`src/rtl/nor_bp_pkg.sv`:
```
package nor_bp_pkg;

  typedef enum logic [3:0] {
    S_IDLE, S_UNL1, S_UNL2, S_CMD, S_CNT, S_DATA, S_CONF, S_DRAIN, S_GAP
  } seq_state_t;

  typedef enum logic [1:0] {
    PH_IDLE, PH_SET, PH_STB, PH_HOLD
  } bus_phase_t;

  localparam logic [15:0] KEY_ADDR_1 = 16'h0555;
  localparam logic [15:0] KEY_ADDR_2 = 16'h02AA;
  localparam logic [7:0]  KEY_DATA_1 = 8'hAA;
  localparam logic [7:0]  KEY_DATA_2 = 8'h55;
  localparam logic [7:0]  OP_LOAD    = 8'h25;
  localparam logic [7:0]  OP_COMMIT  = 8'h29;

endpackage

```
`src/rtl/nor_bp_plan.sv`:
```
// Validates a request and splits it at the count-field limit.
module nor_bp_plan #(
  parameter int ADDR_W    = 24,
  parameter int BUF_BYTES = 512,
  parameter int CNT_W     = 8
) (
  input  logic [ADDR_W-1:0]          addr,
  input  logic [$clog2(BUF_BYTES):0] units,
  input  logic                       wide,
  output logic                       bad,
  output logic [$clog2(BUF_BYTES):0] first,
  output logic [$clog2(BUF_BYTES):0] rest,
  output logic [ADDR_W-1:0]          rest_addr,
  output logic                       has_rest
);
  localparam int BAW = $clog2(BUF_BYTES);
  localparam int LW  = BAW + 1;

  logic [BAW-1:0] off;
  logic [LW:0]    sum, limit, room_x;
  logic [CNT_W:0] room;

  always_comb begin
    off = addr[BAW-1:0];
    if (wide) off[BAW-1] = 1'b0;
    sum    = (LW+1)'(off) + (LW+1)'(units);
    limit  = wide ? (LW+1)'(BUF_BYTES / 2) : (LW+1)'(BUF_BYTES);
    bad    = (units == '0) || (sum > limit);
    // units left before the next count-field boundary
    room   = ((CNT_W+1)'(1) << CNT_W) - (CNT_W+1)'(addr[CNT_W-1:0]);
    room_x = (LW+1)'(room);
    first  = ({1'b0, units} < room_x) ? units : room_x[LW-1:0];
    rest   = units - first;
    has_rest  = (rest != '0);
    rest_addr = addr + ADDR_W'(first);
  end

endmodule

```
`src/rtl/nor_bp_cycle.sv`:
```
// One bus write: setup clock, strobe of programmable width, hold clock.
module nor_bp_cycle
  import nor_bp_pkg::*;
#(
  parameter int ADDR_W = 24,
  parameter int DATA_W = 16,
  parameter int PW_W   = 4
) (
  input  logic              clk,
  input  logic              rst,
  input  logic              go,
  input  logic [ADDR_W-1:0] go_addr,
  input  logic [DATA_W-1:0] go_data,
  input  logic [PW_W-1:0]   width,
  output logic              ready,
  output logic              idle,
  output logic [ADDR_W-1:0] bus_addr,
  output logic [DATA_W-1:0] bus_data,
  output logic              bus_ce_n,
  output logic              bus_we_n
);
  bus_phase_t      ph;
  logic [PW_W-1:0] cnt;

  always_ff @(posedge clk) begin
    if (rst) begin
      ph       <= PH_IDLE;
      cnt      <= '0;
      bus_addr <= '0;
      bus_data <= '0;
      bus_ce_n <= 1'b1;
      bus_we_n <= 1'b1;
    end else begin
      case (ph)
        PH_IDLE, PH_HOLD: begin
          if (go) begin
            ph       <= PH_SET;
            bus_ce_n <= 1'b0;
            bus_we_n <= 1'b1;
            bus_addr <= go_addr;
            bus_data <= go_data;
          end else begin
            ph       <= PH_IDLE;
            bus_ce_n <= 1'b1;
          end
        end
        PH_SET: begin
          ph       <= PH_STB;
          bus_we_n <= 1'b0;
          cnt      <= (width == '0) ? '0 : width - 1'b1;
        end
        PH_STB: begin
          if (cnt == '0) begin
            ph       <= PH_HOLD;
            bus_we_n <= 1'b1;
          end else begin
            cnt <= cnt - 1'b1;
          end
        end
        default: ph <= PH_IDLE;
      endcase
    end
  end

  assign ready = (ph == PH_IDLE) || (ph == PH_HOLD);
  assign idle  = (ph == PH_IDLE);

  p_we_inside_ce_r7: assert property (@(posedge clk) disable iff (rst)
    !bus_we_n |-> !bus_ce_n);
  p_bus_frozen_r7: assert property (@(posedge clk) disable iff (rst)
    !bus_we_n |-> ($stable(bus_addr) && $stable(bus_data)));
  p_hold_clock_r7: assert property (@(posedge clk) disable iff (rst)
    $rose(bus_we_n) |-> (!bus_ce_n && $stable(bus_addr) && $stable(bus_data)));

endmodule

```
`src/rtl/nor_bp_gap.sv`:
```
// Minimum idle time between the commands of a split job.
module nor_bp_gap #(
  parameter int GAP_CLKS = 8
) (
  input  logic clk,
  input  logic rst,
  input  logic load,
  output logic expired
);
  localparam int CW = (GAP_CLKS < 1) ? 1 : $clog2(GAP_CLKS + 1);

  logic [CW-1:0] cnt;

  always_ff @(posedge clk) begin
    if (rst)              cnt <= '0;
    else if (load)        cnt <= CW'(GAP_CLKS);
    else if (cnt != '0)   cnt <= cnt - 1'b1;
  end

  assign expired = (cnt == '0);

  p_gap_starts_r8: assert property (@(posedge clk) disable iff (rst)
    load |=> (expired == (GAP_CLKS == 0)));

endmodule

```
`src/rtl/nor_bufprog_seq.sv`:
```
module nor_bufprog_seq
  import nor_bp_pkg::*;
#(
  parameter int ADDR_W    = 24,
  parameter int DATA_W    = 16,
  parameter int BUF_BYTES = 512,
  parameter int CNT_W     = 8,
  parameter int PW_W      = 4,
  parameter int GAP_CLKS  = 8
) (
  input  logic                       clk,
  input  logic                       rst,
  input  logic                       req_valid,
  input  logic [ADDR_W-1:0]          req_addr,
  input  logic [$clog2(BUF_BYTES):0] req_units,
  input  logic                       req_wide,
  input  logic [PW_W-1:0]            pulse_clks,
  input  logic                       flash_rdy,
  input  logic                       src_valid,
  input  logic [DATA_W-1:0]          src_data,
  output logic                       src_ready,
  output logic [ADDR_W-1:0]          bus_addr,
  output logic [DATA_W-1:0]          bus_data,
  output logic                       bus_ce_n,
  output logic                       bus_we_n,
  output logic                       busy,
  output logic                       done,
  output logic                       err
);
  localparam int LW = $clog2(BUF_BYTES) + 1;
  localparam logic [LW:0] MAXU = (LW+1)'(1) << CNT_W;

  seq_state_t        state;
  logic [ADDR_W-1:0] sa_q, cur_q, addr2_q;
  logic [LW-1:0]     left_q, rest_q, left_m1;
  logic              has2_q, wide_q;

  logic              plan_bad, plan_has_rest;
  logic [LW-1:0]     plan_first, plan_rest;
  logic [ADDR_W-1:0] plan_rest_addr;

  logic              go, eng_ready, eng_idle, gap_load, gap_expired;
  logic [ADDR_W-1:0] go_addr;
  logic [DATA_W-1:0] go_data;

  nor_bp_plan #(.ADDR_W(ADDR_W), .BUF_BYTES(BUF_BYTES), .CNT_W(CNT_W)) u_plan (
    .addr(req_addr), .units(req_units), .wide(req_wide),
    .bad(plan_bad), .first(plan_first), .rest(plan_rest),
    .rest_addr(plan_rest_addr), .has_rest(plan_has_rest)
  );

  nor_bp_cycle #(.ADDR_W(ADDR_W), .DATA_W(DATA_W), .PW_W(PW_W)) u_cycle (
    .clk(clk), .rst(rst), .go(go), .go_addr(go_addr), .go_data(go_data),
    .width(pulse_clks), .ready(eng_ready), .idle(eng_idle),
    .bus_addr(bus_addr), .bus_data(bus_data),
    .bus_ce_n(bus_ce_n), .bus_we_n(bus_we_n)
  );

  nor_bp_gap #(.GAP_CLKS(GAP_CLKS)) u_gap (
    .clk(clk), .rst(rst), .load(gap_load), .expired(gap_expired)
  );

  assign left_m1   = left_q - 1'b1;
  assign src_ready = (state == S_DATA) && eng_ready;
  assign busy      = (state != S_IDLE);
  assign gap_load  = (state == S_DRAIN) && eng_idle && has2_q;

  // next bus write offered to the cycle engine
  always_comb begin
    go      = 1'b0;
    go_addr = sa_q;
    go_data = '0;
    case (state)
      S_UNL1: begin
        go = eng_ready; go_addr = ADDR_W'(KEY_ADDR_1); go_data = DATA_W'(KEY_DATA_1);
      end
      S_UNL2: begin
        go = eng_ready; go_addr = ADDR_W'(KEY_ADDR_2); go_data = DATA_W'(KEY_DATA_2);
      end
      S_CMD:  begin go = eng_ready; go_data = DATA_W'(OP_LOAD); end
      S_CNT:  begin go = eng_ready; go_data = DATA_W'(left_m1[CNT_W-1:0]); end
      S_DATA: begin
        go      = eng_ready && src_valid;
        go_addr = cur_q;
        go_data = wide_q ? src_data : DATA_W'(src_data[7:0]);
      end
      S_CONF: begin go = eng_ready; go_data = DATA_W'(OP_COMMIT); end
      default: ;
    endcase
  end

  always_ff @(posedge clk) begin
    if (rst) begin
      state   <= S_IDLE;
      sa_q    <= '0;
      cur_q   <= '0;
      addr2_q <= '0;
      left_q  <= '0;
      rest_q  <= '0;
      has2_q  <= 1'b0;
      wide_q  <= 1'b0;
      done    <= 1'b0;
      err     <= 1'b0;
    end else begin
      done <= 1'b0;
      err  <= 1'b0;
      case (state)
        S_IDLE: if (req_valid) begin
          if (plan_bad) begin
            err <= 1'b1;
          end else begin
            sa_q    <= req_addr;
            cur_q   <= req_addr;
            left_q  <= plan_first;
            rest_q  <= plan_rest;
            addr2_q <= plan_rest_addr;
            has2_q  <= plan_has_rest;
            wide_q  <= req_wide;
            state   <= S_UNL1;
          end
        end
        S_UNL1: if (go) state <= S_UNL2;
        S_UNL2: if (go) state <= S_CMD;
        S_CMD:  if (go) state <= S_CNT;
        S_CNT:  if (go) state <= S_DATA;
        S_DATA: if (go) begin
          cur_q  <= cur_q + 1'b1;
          left_q <= left_m1;
          if (left_q == LW'(1)) state <= S_CONF;
        end
        S_CONF: if (go) state <= S_DRAIN;
        S_DRAIN: if (eng_idle) begin
          if (has2_q) begin
            sa_q   <= addr2_q;
            cur_q  <= addr2_q;
            left_q <= rest_q;
            has2_q <= 1'b0;
            state  <= S_GAP;
          end else begin
            done  <= 1'b1;
            state <= S_IDLE;
          end
        end
        S_GAP: if (gap_expired && flash_rdy) state <= S_UNL1;
        default: state <= S_IDLE;
      endcase
    end
  end

  p_reject_quiet_r6: assert property (@(posedge clk) disable iff (rst)
    err |-> (!busy && bus_ce_n));
  p_ready_in_job_r9: assert property (@(posedge clk) disable iff (rst)
    src_ready |-> busy);
  p_gap_bus_idle_r8: assert property (@(posedge clk) disable iff (rst)
    (state == S_GAP) |-> bus_ce_n);
  p_split_aligned_r5: assert property (@(posedge clk) disable iff (rst)
    (req_valid && !busy && !plan_bad && plan_has_rest) |-> (plan_rest_addr[CNT_W-1:0] == '0));
  p_chunk_fits_r3: assert property (@(posedge clk) disable iff (rst)
    (req_valid && !busy && !plan_bad) |-> (plan_first != '0 && {1'b0, plan_first} <= MAXU));
  p_done_alone_r11: assert property (@(posedge clk) disable iff (rst)
    done |-> (!busy && !err));

endmodule

```
`config.mk`:
```
export PLATFORM = sky130hd
export DESIGN_NAME = nor_bufprog_seq
export DESIGN_NICKNAME = d
export VERILOG_FILES = /design/src/rtl/nor_bp_pkg.sv /design/src/rtl/nor_bp_plan.sv /design/src/rtl/nor_bp_cycle.sv /design/src/rtl/nor_bp_gap.sv /design/src/rtl/nor_bufprog_seq.sv
export SDC_FILE = /design/constraint.sdc
export NUM_CORES = 1
export LEC_CHECK = 0
export ABC_AREA = 1
export ABC_CLOCK_PERIOD_IN_PS = 4900
export BUFFER_PORTS_ARGS = -buffer_cell sky130_fd_sc_hd__buf_2
export CORE_UTILIZATION = 62
export CTS_BUF_LIST = sky130_fd_sc_hd__clkbuf_2
export DETAILED_ROUTE_END_ITERATION = 6
export PLACE_DENSITY = 0.84
export SLEW_MARGIN = 20
export SYNTH_ARGS = -nofsm -noshare
export SYNTH_HDL_FRONTEND = slang
export SYNTH_SLANG_ARGS = --single-unit
```
`constraint.sdc`:
```
create_clock -name clk -period 4.9 [get_ports clk]
set_clock_uncertainty 0.15 [all_clocks]
set_input_delay 0.49 -clock clk [delete_from_list [all_inputs] [get_ports clk]]
set_output_delay 0.49 -clock clk [all_outputs]
set_load 0.03 [all_outputs]
```
**Yosys cells after proc, flatten, opt, wreduce, memory -nomap -nowiden**

Index checks and enable logic that the tools add are counted.

- Logic and storage cells: 145
- Output and inout port bits: 46
- Register bits after elaboration: 152
- Bits of input ports: 60

- Order comparisons: 2
- Add/sub/neg operators: 9
- Bitwise logic cells: 5
- Equality and inequality tests: 27
- Reduce and logical (&&, ||, !) cells: 33
- Muxes and demuxes: 51

Operator list:

| cell | number |
|---|---|
| 24-bit case mux with 3 select lines | 2 |
| 24-bit 2-to-1 mux | 5 |
| 16-bit case mux with 6 select lines | 1 |
| 10-bit 2-to-1 mux | 7 |
| 4-bit 2-to-1 mux | 16 |
| 24-bit case mux with 2 select lines | 1 |
| 4-bit case mux with 9 select lines | 1 |
| 10-bit case mux with 3 select lines | 1 |
| 2-bit != test (second input constant) | 13 |
| 24-bit by 1-bit adder with 24-bit output (second input constant) | 1 |
| 24-bit by 10-bit adder with 24-bit output | 1 |
| 4-bit by 3-bit equality test with 1-bit output (second input constant) | 4 |
| 4-bit zero test | 4 |
| 16-bit 2-to-1 mux | 1 |
| 4-bit by 1-bit subtractor with 4-bit output (second input constant) | 3 |
| 9-bit by 10-bit adder with 11-bit output | 1 |
| 11-bit greater-than comparator | 1 |
| 11-bit AND reduction | 1 |
| 10-bit by 1-bit equality test with 1-bit output (second input constant) | 1 |
| 10-bit zero test | 1 |
| 10-bit by 9-bit less-than comparator with 1-bit output | 1 |
| 1-bit 2-to-1 mux | 10 |
| 10-bit nonzero test | 1 |
| 10-bit by 1-bit subtractor with 10-bit output (second input constant) | 1 |
| 28 further kinds | 48 |

**Longest topological paths before layout**

- Word-level depth: 8
- Gate-level depth with buffers: 29
- Gate-level depth less buffers: 28

**Hierarchy**

A second synthesis with hierarchy kept.

- Cell total of the unflattened synthesis: 1748
- Area total of the unflattened synthesis: 10709.0 um^2

By module, submodules not included:

| module | seq. area each (um^2) | instances | area each (um^2) | cells an instance |
|---|---|---|---|---|
| nor_bufprog_seq | 2001.9 | 1 | 5990.7 | 998 |
| nor_bp_plan | 0.0 | 1 | 2556.2 | 464 |
| nor_bp_cycle | 960.9 | 1 | 1945.6 | 256 |
| nor_bp_gap | 80.1 | 1 | 216.5 | 30 |

**Least setup slack after synthesis**

OpenSTA, ideal clock, no wires.

- Kind: input-to-reg
- Start: in req_addr[1]
- End: reg addr2_q[8]
- Data required time: 4680 ps
- Slack: 665 ps
- Arrival: 4014 ps
- Cell stages on the path: 25
- Path buffers: 1
- Cells stage by stage: inv_1 > ha_1 > nand2_1 > nor2_1 > nand3_1 > nor2_1 > nand2_1 > ha_1 > nand2_1 > nor2_1 > o211ai_1 > nand3_1 > buf_2 > nand2_1 > o21ai_0 > ha_1 > inv_1 > fa_1 > o31a_1 > o21ai_0 > nand3_1 > nand2_1 > xor2_1 > nand2_1 > a21oi_1

- Cells in the longest elaborated chain, start to end: 5
- Elaborated cells between the ends (all ways): 9
- Classes of those cells: 3 x add/sub; 2 x order compare; 1 x mux; 1 x bitwise; 2 x reduce/logical

Ends and longest elaborated chain:

| element | RTL line | text |
|---|---|---|
| start: declaration | nor_bufprog_seq.sv:14 | `input logic [ADDR_W-1:0] req_addr,` |
| branches (longest 5 deep; another with 24-bit by 10-bit adder with 24-bit output) | - |  |
| end signal: assignment | nor_bufprog_seq.sv:116 | `addr2_q <= plan_rest_addr;` |
| end: declaration | nor_bufprog_seq.sv:34 | `logic [ADDR_W-1:0] sa_q, cur_q, addr2_q;` |

Several ways; the timed one is not identified.
A chain may end at the register's enable or synchronous reset.

**Final worst setup path**

- Start: in req_addr[1]
- End: reg addr2_q[17]

The elaborated chain is that of the path after synthesis.

==> impl_metrics.csv <==
group,metric,value,unit
logic_synthesis,syn-num-nets,1614,
outcome,status,"finished clean",
setup_path,cpLargestDelayFamily,"simple AND/OR/NAND/NOR gates",
flow_run,maxCapViolCount,0,
logic_synthesis,yosysWarnings,0,
cts,clk_pin_slew,300,ps
floorplan,rows,45,
logic_synthesis,synth-main-ff-cell,"dfxtp_1",
detailed_routing,vias_per_cell,5.76,
setup_path,path_buf_inv,4,
power_and_ir_drop,clkPwrFrac,11.8,%
detailed_routing,wl,29.5,mm
logic_synthesis,synth-seq-cells,152,
placed_design,place.detailed.instances,1767,
detailed_routing,ant_nets,0,
logic_synthesis,syn-cell-area,0.00993,mm²
sta,hold_violations,0,
layout,layout_common_cells,"295 x nand2_1, 169 x nor2_1, 152 x dfxtp_1, 151 x inv_1, 146 x a21oi_1",
setup_path,path_cells,"buf_2, inv_1, nand3_1, nor2_1, nand2_1, nor3_1, xor2_1, ha_1, a21oi_1, o21a_1, nand3_1, or2_2, nand2_1, inv_1, ha_1, a21oi_1, a21boi_0, nand2_1, nand2_1, o21ai_1, nand3_1, xor2_1, dlygate4sd3_1, a21oi_1",
layout,nNetsFinal,1728,
cts,clock-sinks,152,
floorplan,die_area,0.0165,mm²
setup_path,slowest_delay,560,ps
layout,final_cell_count_no_fill,1841,
setup_path,r2r_cells,12,
global_routing,antenna_found_initial,1,
sta,max_freq,225,MHz
global_routing,grt_overflow,0,
logic_synthesis,ys_seq_area_share,30.6,%
logic_synthesis,synth_edf_count,0,
setup_path,cp-end-kind,"flip-flop",
power_and_ir_drop,p_comb_share,55.3,%
cts,h-tree-depth,4,
placed_design,place_congestion,0.990,
setup_path,worstSetupPathType,"in -> reg",
sta,finalMaxSlewViolations,0,
global_routing,grt_pass1_vias,10000,
sta,finalCritPeriodShare,90.6,%
layout,drive_above_1_share,11.7,%
floorplan,die_w,129,µm
layout,layout_commonest_cell,"nand2_1",
min_path,min_to,"sa_q[9]",
floorplan,io_pins,106,
global_routing,grt_pass1_wl,47.4,mm
detailed_routing,wl_per_cell,16.0,µm
setup_path,required,5410,ps
sta,fin_crit,4440,ps
setup_path,rrSetupSlack,1860,ps
detailed_routing,drtPass1Iterations,5,
sta,fin_ws,459,ps
setup_path,worst_path_most_repeated_cell,"nand2_1",
min_path,worstHoldStart,"req_addr[9]",
detailed_routing,drc,0,
setup_path,cp.arrival,4950,ps
sta,worst_pin_slew,952,ps
power_and_ir_drop,net-switching-power,3380,µW
power_and_ir_drop,power_density,575,mW/mm²
power_and_ir_drop,p_int,3070,µW
floorplan,start_util,64.4,%
logic_synthesis,netlist_instances,1502,
power_and_ir_drop,seq_power_share,32.9,%
setup_path,crit_fanout,11,
logic_synthesis,avgSynthCellArea,6.61,µm²
sta,slew-limit-headroom,36.4,%
cts,cts_max_path_buffers,2,
floorplan,core,0.0154,mm²
global_routing,grt_max_degree,73,
setup_path,worst_setup_path_start_kind,"primary input",
sta,rsz0062_at_grt,"no",
placed_design,port_buffers,105,
sta,fin_setup_tns,0,ps
placed_design,hpwl,21.3,mm
setup_path,timing.rr.start,"state[0]",
floorplan,die_y,129,µm
detailed_routing,num_vias,10600,
placed_design,dp_slack,109,ps
sta,whs,75.6,ps
power_and_ir_drop,ir_worst_vdd,0.348,mV
logic_synthesis,async_flop_share,0,%
cts,insertion_delay,750,ps
layout,syn_to_final_growth,12.8,%
cts,cts_buffers,17,
cts,cts_tree,"built",
power_and_ir_drop,swShare,52.4,%
min_path,hold_class,"in -> reg",
min_path,worst_hold_path.num_cells,5,
setup_path,r2r-end,"cur_q[0]",
detailed_routing,drt_iter0_markers,848,
sta,setup-violations-final,0,
setup_path,crit_path_top_delay_cell,"dlygate4sd3_1",
cts,root_buffer,"clkbuf_2",
power_and_ir_drop,leakage,0.00507,µW
logic_synthesis,yosys.cell_types.count,54,
global_routing,gr-usage-all-layers,36.3,%
## cell usage after synthesis (2+ instances only)
| cell | n | area share (%) |
|---|---|---|
| o21ai_0 | 118 | 5.9 |
| dfxtp_1 | 152 | 31 |
| nor2_4 | 2 | 0.23 |
| buf_2 | 21 | 1.1 |
| a2111oi_0 | 2 | 0.18 |
| xnor2_1 | 5 | 0.44 |
| nand3_2 | 2 | 0.20 |
| nand2_2 | 3 | 0.19 |
| xor2_1 | 36 | 3.2 |
| inv_1 | 153 | 5.8 |
| nor3_1 | 33 | 1.7 |
| ha_1 | 49 | 6.2 |
| o31ai_1 | 2 | 0.15 |
| clkbuf_1 | 31 | 1.2 |
| fa_1 | 3 | 0.60 |
| nor4_1 | 3 | 0.19 |
| nand2_1 | 295 | 11 |
| buf_6 | 3 | 0.34 |
| o22ai_1 | 6 | 0.38 |
| or2_2 | 7 | 0.44 |
| o21bai_1 | 12 | 0.91 |
| o21ai_1 | 6 | 0.30 |
| a31oi_1 | 12 | 0.76 |
| inv_2 | 10 | 0.38 |
| o211ai_1 | 13 | 0.98 |
| a22oi_1 | 15 | 1.1 |
| nor2_1 | 169 | 6.4 |
| a211oi_1 | 3 | 0.23 |
| buf_1 | 7 | 0.26 |
| nand2_4 | 2 | 0.23 |
| a21oi_1 | 146 | 7.4 |
| nand4_1 | 8 | 0.50 |
| buf_4 | 6 | 0.45 |
| nor2_2 | 4 | 0.25 |
| nand3b_1 | 17 | 1.3 |
| a221oi_1 | 13 | 1.1 |
| a21o_1 | 2 | 0.15 |
| nand3_1 | 115 | 5.8 |
## what timing repair did
action,CTS,global route
gates resized for setup,0,2
hold buffers,41,0
setup endpoints to repair,0,2
endpoints found under the hold margin,37,0
buffers inserted,0,0
## how the worst max path moves through the flow
stage                     cells past startpoint   startpoint     endpoint
after CTS                                    24  req_addr[1]  addr2_q[17]
after global placement                       25  req_addr[0]  addr2_q[21]
after floorplan                              25  req_addr[1]   addr2_q[8]
after detailed placement                     25  req_addr[1]  addr2_q[21]
after global routing                         27  req_addr[2]  addr2_q[21]
final                                        24  req_addr[1]  addr2_q[17]
## worst reg2reg max path, delay by kind of cell (launching register included)
kind	cells	cell delay [ps]
simple gates	7	1100
flops	1	620
buf+inv	5	1120
## registers in the layout (all words and copies together) (netlist names)
register and count:
u_cycle.ph 2, wide_q 1, left_q 10, u_cycle.bus_ce_n 1
done 1, has2_q 1, rest_q 10, u_cycle.bus_data 16
err 1, cur_q 24, state 4, u_gap.cnt 4
sa_q 24, u_cycle.cnt 4, u_cycle.bus_we_n 1, u_cycle.bus_addr 24
addr2_q 24
## metal layers
layer	part of all wire (%)	up-vias	wire length [µm]	track usage, %
met5	0	-	0	0
met4	5.6	0	1670	21.2
met3	5.3	121	1550	5.70
met2	48	381	14100	61.8
met1	41	4853	12200	43.5
li1	-	5241	-	-
## cell type report
cell class	count	area (µm²)
Antenna cell	1	2.50
Clock buffer	17	85.1
Fill cell	1407	4220
Multi-Input combinational cell	1117	5940
Clock inverter	15	183
Timing Repair Buffer	163	1060
Sequential cell	152	3040
Tap cell	211	264
Inverter	165	622
## kinds of logic after synthesis
kind of cell	after synthesis	share of synthesized area, %
flip-flops	152	30.6
XOR/XNOR	41	3.62
other	1	0.0378
buffers and inverters	233	9.55
adder cells (fa/ha/maj)	52	6.78
AND/OR/NAND/NOR	664	28.9
AO/OA/AOI/OAI	359	20.5
## per-stage QoR
| stage | cell area, µm² | util, % | power [µW] |
|---|---|---|---|
| after floorplan | 9930 | - | 4790 |
| after global placement | 10500 | 68.2 | 5530 |
| after detailed placement | 10500 | 68.2 | 5600 |
| after CTS | 11200 | 72.6 | 6380 |
| after global routing | 11200 | 72.6 | 6950 |
| final | 11200 | 72.6 | 6450 |
## power groups by stage
stage          Clock (µW)  Sequential (µW)  Combinational, µW
6_report              763             2120               3570
5_1_grt               818             2170               3960
4_1_cts               764             2100               3510
3_5_place_dp            0             2130               3470
3_3_place_gp            0             2110               3420
2_1_floorplan           0             2370               2420
No activity file was read; power rests on OpenSTA's default activity.
